$ cat config.mk
export PLATFORM = sky130hd
export DESIGN_NAME = io_port_array
export DESIGN_NICKNAME = d
export VERILOG_FILES = /design/src/rtl/io_port_pkg.sv /design/src/rtl/io_port_lane.sv /design/src/rtl/io_port_rd_mux.sv /design/src/rtl/io_port_array.sv
export SDC_FILE = /design/constraint.sdc
export NUM_CORES = 1
export LEC_CHECK = 0
export ABC_AREA = 1
export CAP_MARGIN = 20
export CORE_MARGIN = 2
export CORE_UTILIZATION = 45
export DETAILED_ROUTE_END_ITERATION = 6
export GPL_TIMING_DRIVEN = 0
export HOLD_SLACK_MARGIN = 0.06
export PLACE_DENSITY = 0.87
export SLEW_MARGIN = 20
export SYNTH_ARGS = -nofsm -noshare
export SYNTH_HDL_FRONTEND = slang
export SYNTH_HIERARCHICAL = 1
export SYNTH_SLANG_ARGS = --single-unit
$ cat constraint.sdc
create_clock -name clk_i -period 2 [get_ports clk_i]
set_input_delay 0.4 -clock clk_i [delete_from_list [all_inputs] [get_ports clk_i]]
set_output_delay 0.4 -clock clk_i [all_outputs]
set_load 0.01 [all_outputs]
$ cat src/rtl/io_port_pkg.sv
package io_port_pkg;

  typedef enum logic [1:0] {
    LANE_OPEN_AD  = 2'd0,  // open drain, carries address/data in bus mode
    LANE_QUASI    = 2'd1,  // plain weak pull-up port
    LANE_ADDR_HI  = 2'd2,  // pull-up port, carries high address in bus mode
    LANE_ALT_FUNC = 2'd3   // pull-up port, merged with alternate outputs
  } lane_kind_e;

  function automatic lane_kind_e kind_of(input int idx);
    case (idx)
      0:       return LANE_OPEN_AD;
      2:       return LANE_ADDR_HI;
      3:       return LANE_ALT_FUNC;
      default: return LANE_QUASI;
    endcase
  endfunction

endpackage

$ cat src/rtl/io_port_lane.sv
module io_port_lane
  import io_port_pkg::*;
#(
  parameter int         W    = 8,
  parameter lane_kind_e KIND = LANE_QUASI
) (
  input  logic         clk_i,
  input  logic         rst_ni,
  input  logic         wr_i,
  input  logic         load_ff_i,
  input  logic [W-1:0] wr_data_i,
  input  logic         bus_i,
  input  logic         bus_drv_i,
  input  logic [W-1:0] bus_val_i,
  input  logic [W-1:0] alt_i,
  output logic [W-1:0] lat_o,
  output logic [W-1:0] dl_o,
  output logic [W-1:0] pu_o
);

  logic [W-1:0] lat_q;

  always_ff @(posedge clk_i or negedge rst_ni) begin
    if (!rst_ni)        lat_q <= '1;
    else if (load_ff_i) lat_q <= '1;
    else if (wr_i)      lat_q <= wr_data_i;
  end

  assign lat_o = lat_q;

  generate
    if (KIND == LANE_OPEN_AD) begin : g_open_ad
      always_comb begin
        if (bus_i) begin
          dl_o = bus_drv_i ? ~bus_val_i : '0;
          pu_o = bus_drv_i ? '1 : '0;
        end else begin
          dl_o = ~lat_q;
          pu_o = '0;
        end
      end
    end else if (KIND == LANE_ADDR_HI) begin : g_addr_hi
      assign dl_o = bus_i ? ~bus_val_i : ~lat_q;
      assign pu_o = '1;
    end else if (KIND == LANE_ALT_FUNC) begin : g_alt
      assign dl_o = ~(lat_q & alt_i);
      assign pu_o = '1;
    end else begin : g_quasi
      assign dl_o = ~lat_q;
      assign pu_o = '1;
    end
  endgenerate

  logic unused_ok;
  assign unused_ok = ^{alt_i, bus_val_i, bus_drv_i, bus_i};


  wr_capture_chk: assert property (@(posedge clk_i) disable iff (!rst_ni)
    (wr_i && !load_ff_i) |=> (lat_q == $past(wr_data_i)));


  bus_reload_chk: assert property (@(posedge clk_i) disable iff (!rst_ni)
    load_ff_i |=> (lat_q == '1));


  latch_hold_chk: assert property (@(posedge clk_i) disable iff (!rst_ni)
    (!wr_i && !load_ff_i) |=> $stable(lat_q));

endmodule

$ cat src/rtl/io_port_rd_mux.sv
module io_port_rd_mux #(
  parameter int NUM_PORTS = 4,
  parameter int W         = 8,
  localparam int PSEL_W   = $clog2(NUM_PORTS),
  localparam int ALL_W    = NUM_PORTS * W
) (
  input  logic              clk_i,
  input  logic              rst_ni,
  input  logic              rd_en_i,
  input  logic [PSEL_W-1:0] rd_port_i,
  input  logic              rd_pin_sel_i,
  input  logic [ALL_W-1:0]  lat_i,
  input  logic [ALL_W-1:0]  pin_i,
  output logic              rd_valid_o,
  output logic [W-1:0]      rd_data_o
);

  logic [W-1:0] sel_lat, sel_pin;

  assign sel_lat = lat_i[rd_port_i*W +: W];
  assign sel_pin = pin_i[rd_port_i*W +: W];

  always_ff @(posedge clk_i or negedge rst_ni) begin
    if (!rst_ni) begin
      rd_valid_o <= 1'b0;
      rd_data_o  <= '0;
    end else begin
      rd_valid_o <= rd_en_i;
      if (rd_en_i) rd_data_o <= rd_pin_sel_i ? sel_pin : sel_lat;
    end
  end


  rd_valid_chk: assert property (@(posedge clk_i) disable iff (!rst_ni)
    rd_en_i |=> rd_valid_o);


  rd_idle_chk: assert property (@(posedge clk_i) disable iff (!rst_ni)
    !rd_en_i |=> !rd_valid_o);


  rd_latch_data_chk: assert property (@(posedge clk_i) disable iff (!rst_ni)
    (rd_en_i && !rd_pin_sel_i) |=> (rd_data_o == $past(lat_i[rd_port_i*W +: W])));


  rd_pin_data_chk: assert property (@(posedge clk_i) disable iff (!rst_ni)
    (rd_en_i && rd_pin_sel_i) |=> (rd_data_o == $past(pin_i[rd_port_i*W +: W])));

endmodule

$ cat src/rtl/io_port_array.sv
module io_port_array
  import io_port_pkg::*;
#(
  parameter int NUM_PORTS = 4,
  parameter int PORT_W    = 8,
  localparam int PSEL_W   = $clog2(NUM_PORTS),
  localparam int ALL_W    = NUM_PORTS * PORT_W
) (
  input  logic              clk_i,
  input  logic              rst_ni,
  input  logic              wr_en_i,
  input  logic [PSEL_W-1:0] wr_port_i,
  input  logic [PORT_W-1:0] wr_data_i,
  input  logic              rd_en_i,
  input  logic [PSEL_W-1:0] rd_port_i,
  input  logic              rd_pin_sel_i,
  output logic              rd_valid_o,
  output logic [PORT_W-1:0] rd_data_o,
  input  logic              bus_mode_i,
  input  logic              bus_start_i,
  input  logic              bus_ad_drv_i,
  input  logic [PORT_W-1:0] bus_ad_i,
  input  logic [PORT_W-1:0] bus_addr_hi_i,
  input  logic [PORT_W-1:0] alt_out_i,
  input  logic [ALL_W-1:0]  pin_i,
  output logic [ALL_W-1:0]  pin_dl_o,
  output logic [ALL_W-1:0]  pin_pu_o
);

  logic [ALL_W-1:0] lat_all;

  for (genvar k = 0; k < NUM_PORTS; k++) begin : g_port
    localparam lane_kind_e KIND = kind_of(k);
    logic              wr_sel;
    logic              load_ff;
    logic [PORT_W-1:0] bus_val;

    assign wr_sel  = wr_en_i && (wr_port_i == PSEL_W'(k));
    assign load_ff = (KIND == LANE_OPEN_AD) && bus_start_i;
    assign bus_val = (KIND == LANE_OPEN_AD) ? bus_ad_i : bus_addr_hi_i;

    io_port_lane #(
      .W    (PORT_W),
      .KIND (KIND)
    ) u_lane (
      .clk_i     (clk_i),
      .rst_ni    (rst_ni),
      .wr_i      (wr_sel),
      .load_ff_i (load_ff),
      .wr_data_i (wr_data_i),
      .bus_i     (bus_mode_i),
      .bus_drv_i (bus_ad_drv_i),
      .bus_val_i (bus_val),
      .alt_i     (alt_out_i),
      .lat_o     (lat_all[k*PORT_W +: PORT_W]),
      .dl_o      (pin_dl_o[k*PORT_W +: PORT_W]),
      .pu_o      (pin_pu_o[k*PORT_W +: PORT_W])
    );
  end

  io_port_rd_mux #(
    .NUM_PORTS (NUM_PORTS),
    .W         (PORT_W)
  ) u_rd_mux (
    .clk_i        (clk_i),
    .rst_ni       (rst_ni),
    .rd_en_i      (rd_en_i),
    .rd_port_i    (rd_port_i),
    .rd_pin_sel_i (rd_pin_sel_i),
    .lat_i        (lat_all),
    .pin_i        (pin_i),
    .rd_valid_o   (rd_valid_o),
    .rd_data_o    (rd_data_o)
  );

  // a pin that drives low must read low
  driven_low_reads_low_chk: assert property (@(posedge clk_i) disable iff (!rst_ni)
    ((pin_dl_o & pin_i) == '0));

  // bus cycles start only inside bus mode
  start_in_bus_chk: assert property (@(posedge clk_i) disable iff (!rst_ni)
    bus_start_i |-> bus_mode_i);

endmodule

==> summary.txt <==
Layout Skew -> 8.13 ps
Mapped Area -> 3110 µm²
CTS max path bufs -> 2
Antenna violations before repair -> 0
Vias in the first global route -> 3282
Worst setup path class -> input port to primary output
#FFs+latches synth -> 41
Slew at the pin closest to its max-slew limit -> 501 ps
Sequential share of the synthesized area -> 34.3%
FFs w/ async S/R, synth -> 100%
GRT Total Usage -> 26.4%
Inst Count DP -> 696
Die X-Extent -> 87.1 µm
Io pins -> 149
Nets -> 702
Final HPWL from detailed placement -> 7.64 mm
Pins Over Slew Limit -> 0
Clock tree from TritonCTS -> done
Worst-path clk slew -> 70 ps
Post-route ant nets -> 0
Slew margin rel. -> 66.6%
Worst path top cell family by delay -> buffers and inverters
Worst EP arrival -> 1510 ps
# hold bufs at CTS -> 0
Core area -> 6760 µm²
Avg Inst Size Synth -> 6.58 µm²
Area grow syn2layout -> 49.1%
Worst skew pair latency -> 290 ps
Crit path buf inv count -> 3
Leak -> 2.68 nW
Die height -> 87.1 µm
Endpoints failing hold -> 0
Worst Path Required -> 1600 ps
Hold Path Class -> input port to async pin
Final period util -> 95.6%
Ratio of cells with drive above 1 in the final layout -> 17.5%
Initial Util -> 46.0%
Total CTS buffers -> 5
Final Critical Period -> 1910 ps
Most frequent CP cell -> clkdlybuf4s50_1
Routed wire length -> 9.79 mm
# diodes -> 0
Vias post-DR -> 3445
DRT iter0 DRCs -> 309
CP peak stage delay -> 560 ps
Post-synth EDFFs -> 0
CTS Root Cell -> clkbuf_8
CP cell instances -> clkdlybuf4s50_1 > inv_1 > nand2_1 > o21ai_0 > clkdlybuf4s50_1
Detail-routed via count per cell -> 4.87
Post-DR wirelength/cell -> 13.8 µm
Cell row count -> 30
FF-to-FF path depth -> 6
H-tree levels -> 2
Total power -> 0.00238 W
Multi-input gate area -> 1380 µm²
Status -> completed
Final setup vio count -> 0
Fillers -> 587
Sink Count -> 41
Max VDD drop -> 339 µV
RSZ-0062 raised after global routing -> no
Slowest-stage cell, CP -> clkdlybuf4s50_1
Die area -> 7590 µm²
Setup TNS -> 0 ps
Ys flop type -> dfstp_2
Largest net degree at the start of global routing -> 22
Global route overflow -> 0
Netlist cell types -> 18
Final non-filler cell total -> 707
Setup crit end kind -> primary output
Maxcap violations -> 0
Mapped Cells -> 472
Critical path depth -> 5
Worst-path fanout max -> 1
Gp weighted congestion -> 0.959
PwrDens -> 513 nW/µm²
Yosys warning count -> 6
Register Area -> 1070 µm²
Startpoint Class -> input port
Fmax -> 523 MHz
# port buffers -> 120
Pre-antenna DRT Iters -> 6
First-pass GRT wire length -> 15.7 mm
# DRC -> 0
-- cell families after synthesis --
| kind of cell | share of synthesized area, % |
|---|---|
| and+or+nand+nor | 33.1 |
| buffers and inverters | 24.4 |
| AOI/OAI and AO/OA | 7.73 |
| DFF | 34.3 |
| other | 0.483 |
-- power by group --
group / total [W] / switching (W) / internal (W)
Sequential: 0.000976 / 0.0000497 / 0.000926
Clock: 0.000591 / 0.000279 / 0.000312
Combinational: 0.000809 / 0.000389 / 0.000421
Total: 0.00238 / 0.000718 / 0.00166
-- placed cells by master, fill, tap and decap left out --
cell	n
clkinv_2	1
buf_4	40
inv_1	78
dfrtp_1	9
dfstp_2	32
nor2_8	3
nor2_4	1
dlygate4sd2_1	16
o21ai_1	1
buf_8	1
nand2_1	186
conb_1	27
inv_4	2
buf_16	1
clkbuf_8	7
o21ai_0	15
nor2_1	4
buf_6	12
dlymetal6s2s_1	4
clkdlybuf4s50_1	97
a21oi_1	32
nand3_1	48
buf_2	5
nand2_4	1
inv_2	3
inv_6	1
-- synth_stat cells, types with 4 or more instances --
library cell / instances / area [µm²]
dfrtp_1: 9 / 225
nand3_1: 48 / 240
a21oi_1: 32 / 160
buf_6: 12 / 135
inv_1: 79 / 297
nand2_1: 187 / 702
nor2_1: 4 / 15.0
conb_1: 4 / 15.0
o21ai_0: 16 / 80.1
dfstp_2: 32 / 841
buf_4: 36 / 270
-- state kept, by name (all words and copies together), names as in the netlist --
name	cells
u_rd_mux/rd_data_o	8
u_rd_mux/rd_valid_o	1
g_port.u_lane/lat_o	32
-- cell type report --
cell class | count | share of cell area (%)
Clock buffer | 7 | 2.08
Sequential cell | 41 | 23.0
Timing Repair Buffer | 124 | 26.5
Multi-Input combinational cell | 318 | 29.7
Inverter | 84 | 7.02
Tap cell | 80 | 2.16
Clock inverter | 1 | 0.108
Buffer | 52 | 9.40
-- final timing paths --
check                      slack (ps)                                  start                                    end
setup / recovery                   90                       bus_addr_hi_i[3]                           pin_dl_o[19]
hold / removal                     70                                 rst_ni      u_rd_mux/rd_data_o[6]$_DFFE_PN0P_
setup reg to reg                  880  g_port[0].u_lane/lat_o[1]$_DFFE_PN1P_      u_rd_mux/rd_data_o[1]$_DFFE_PN0P_
hold reg to reg                   480  g_port[2].u_lane/lat_o[0]$_DFFE_PN1P_  g_port[2].u_lane/lat_o[0]$_DFFE_PN1P_
max in group asynchronous        1380                                 rst_ni  g_port[1].u_lane/lat_o[2]$_DFFE_PN1P_
min in group clk_i                370                            bus_start_i  g_port[0].u_lane/lat_o[1]$_DFFE_PN1P_
-- metrics by stage --
step / setup WS, ps / instance area, µm² / hold slack [ps] / utilization, %
global placement: -561 / 4500 / 463 / 66.5
CTS: 34.5 / 4630 / 89.5 / 68.5
detailed placement: -629 / 4520 / 394 / 66.9
global route: 16.1 / 4630 / 107 / 68.6
finish: 88.3 / 4630 / 73.7 / 68.6
floorplan: 717 / 3190 / 104 / -
-- per-layer routing --
layer  track usage (%)  up-vias  part of all wire (%)
met3              4.27       30                    10
li1                  -     1672                     -
met1              34.3     1542                    39
met5                 0        -                     0
met4              8.11        0                   2.7
met2              45.2      201                    48
-- what timing repair did --
item                                    CTS  global route
pin swaps                                 1             0
hold endpoints to repair                  0             0
gates resized for setup                  25             6
buffers inserted                          3             0
endpoints found under the setup margin   24             8
No activity file was read; power rests on OpenSTA's default activity.
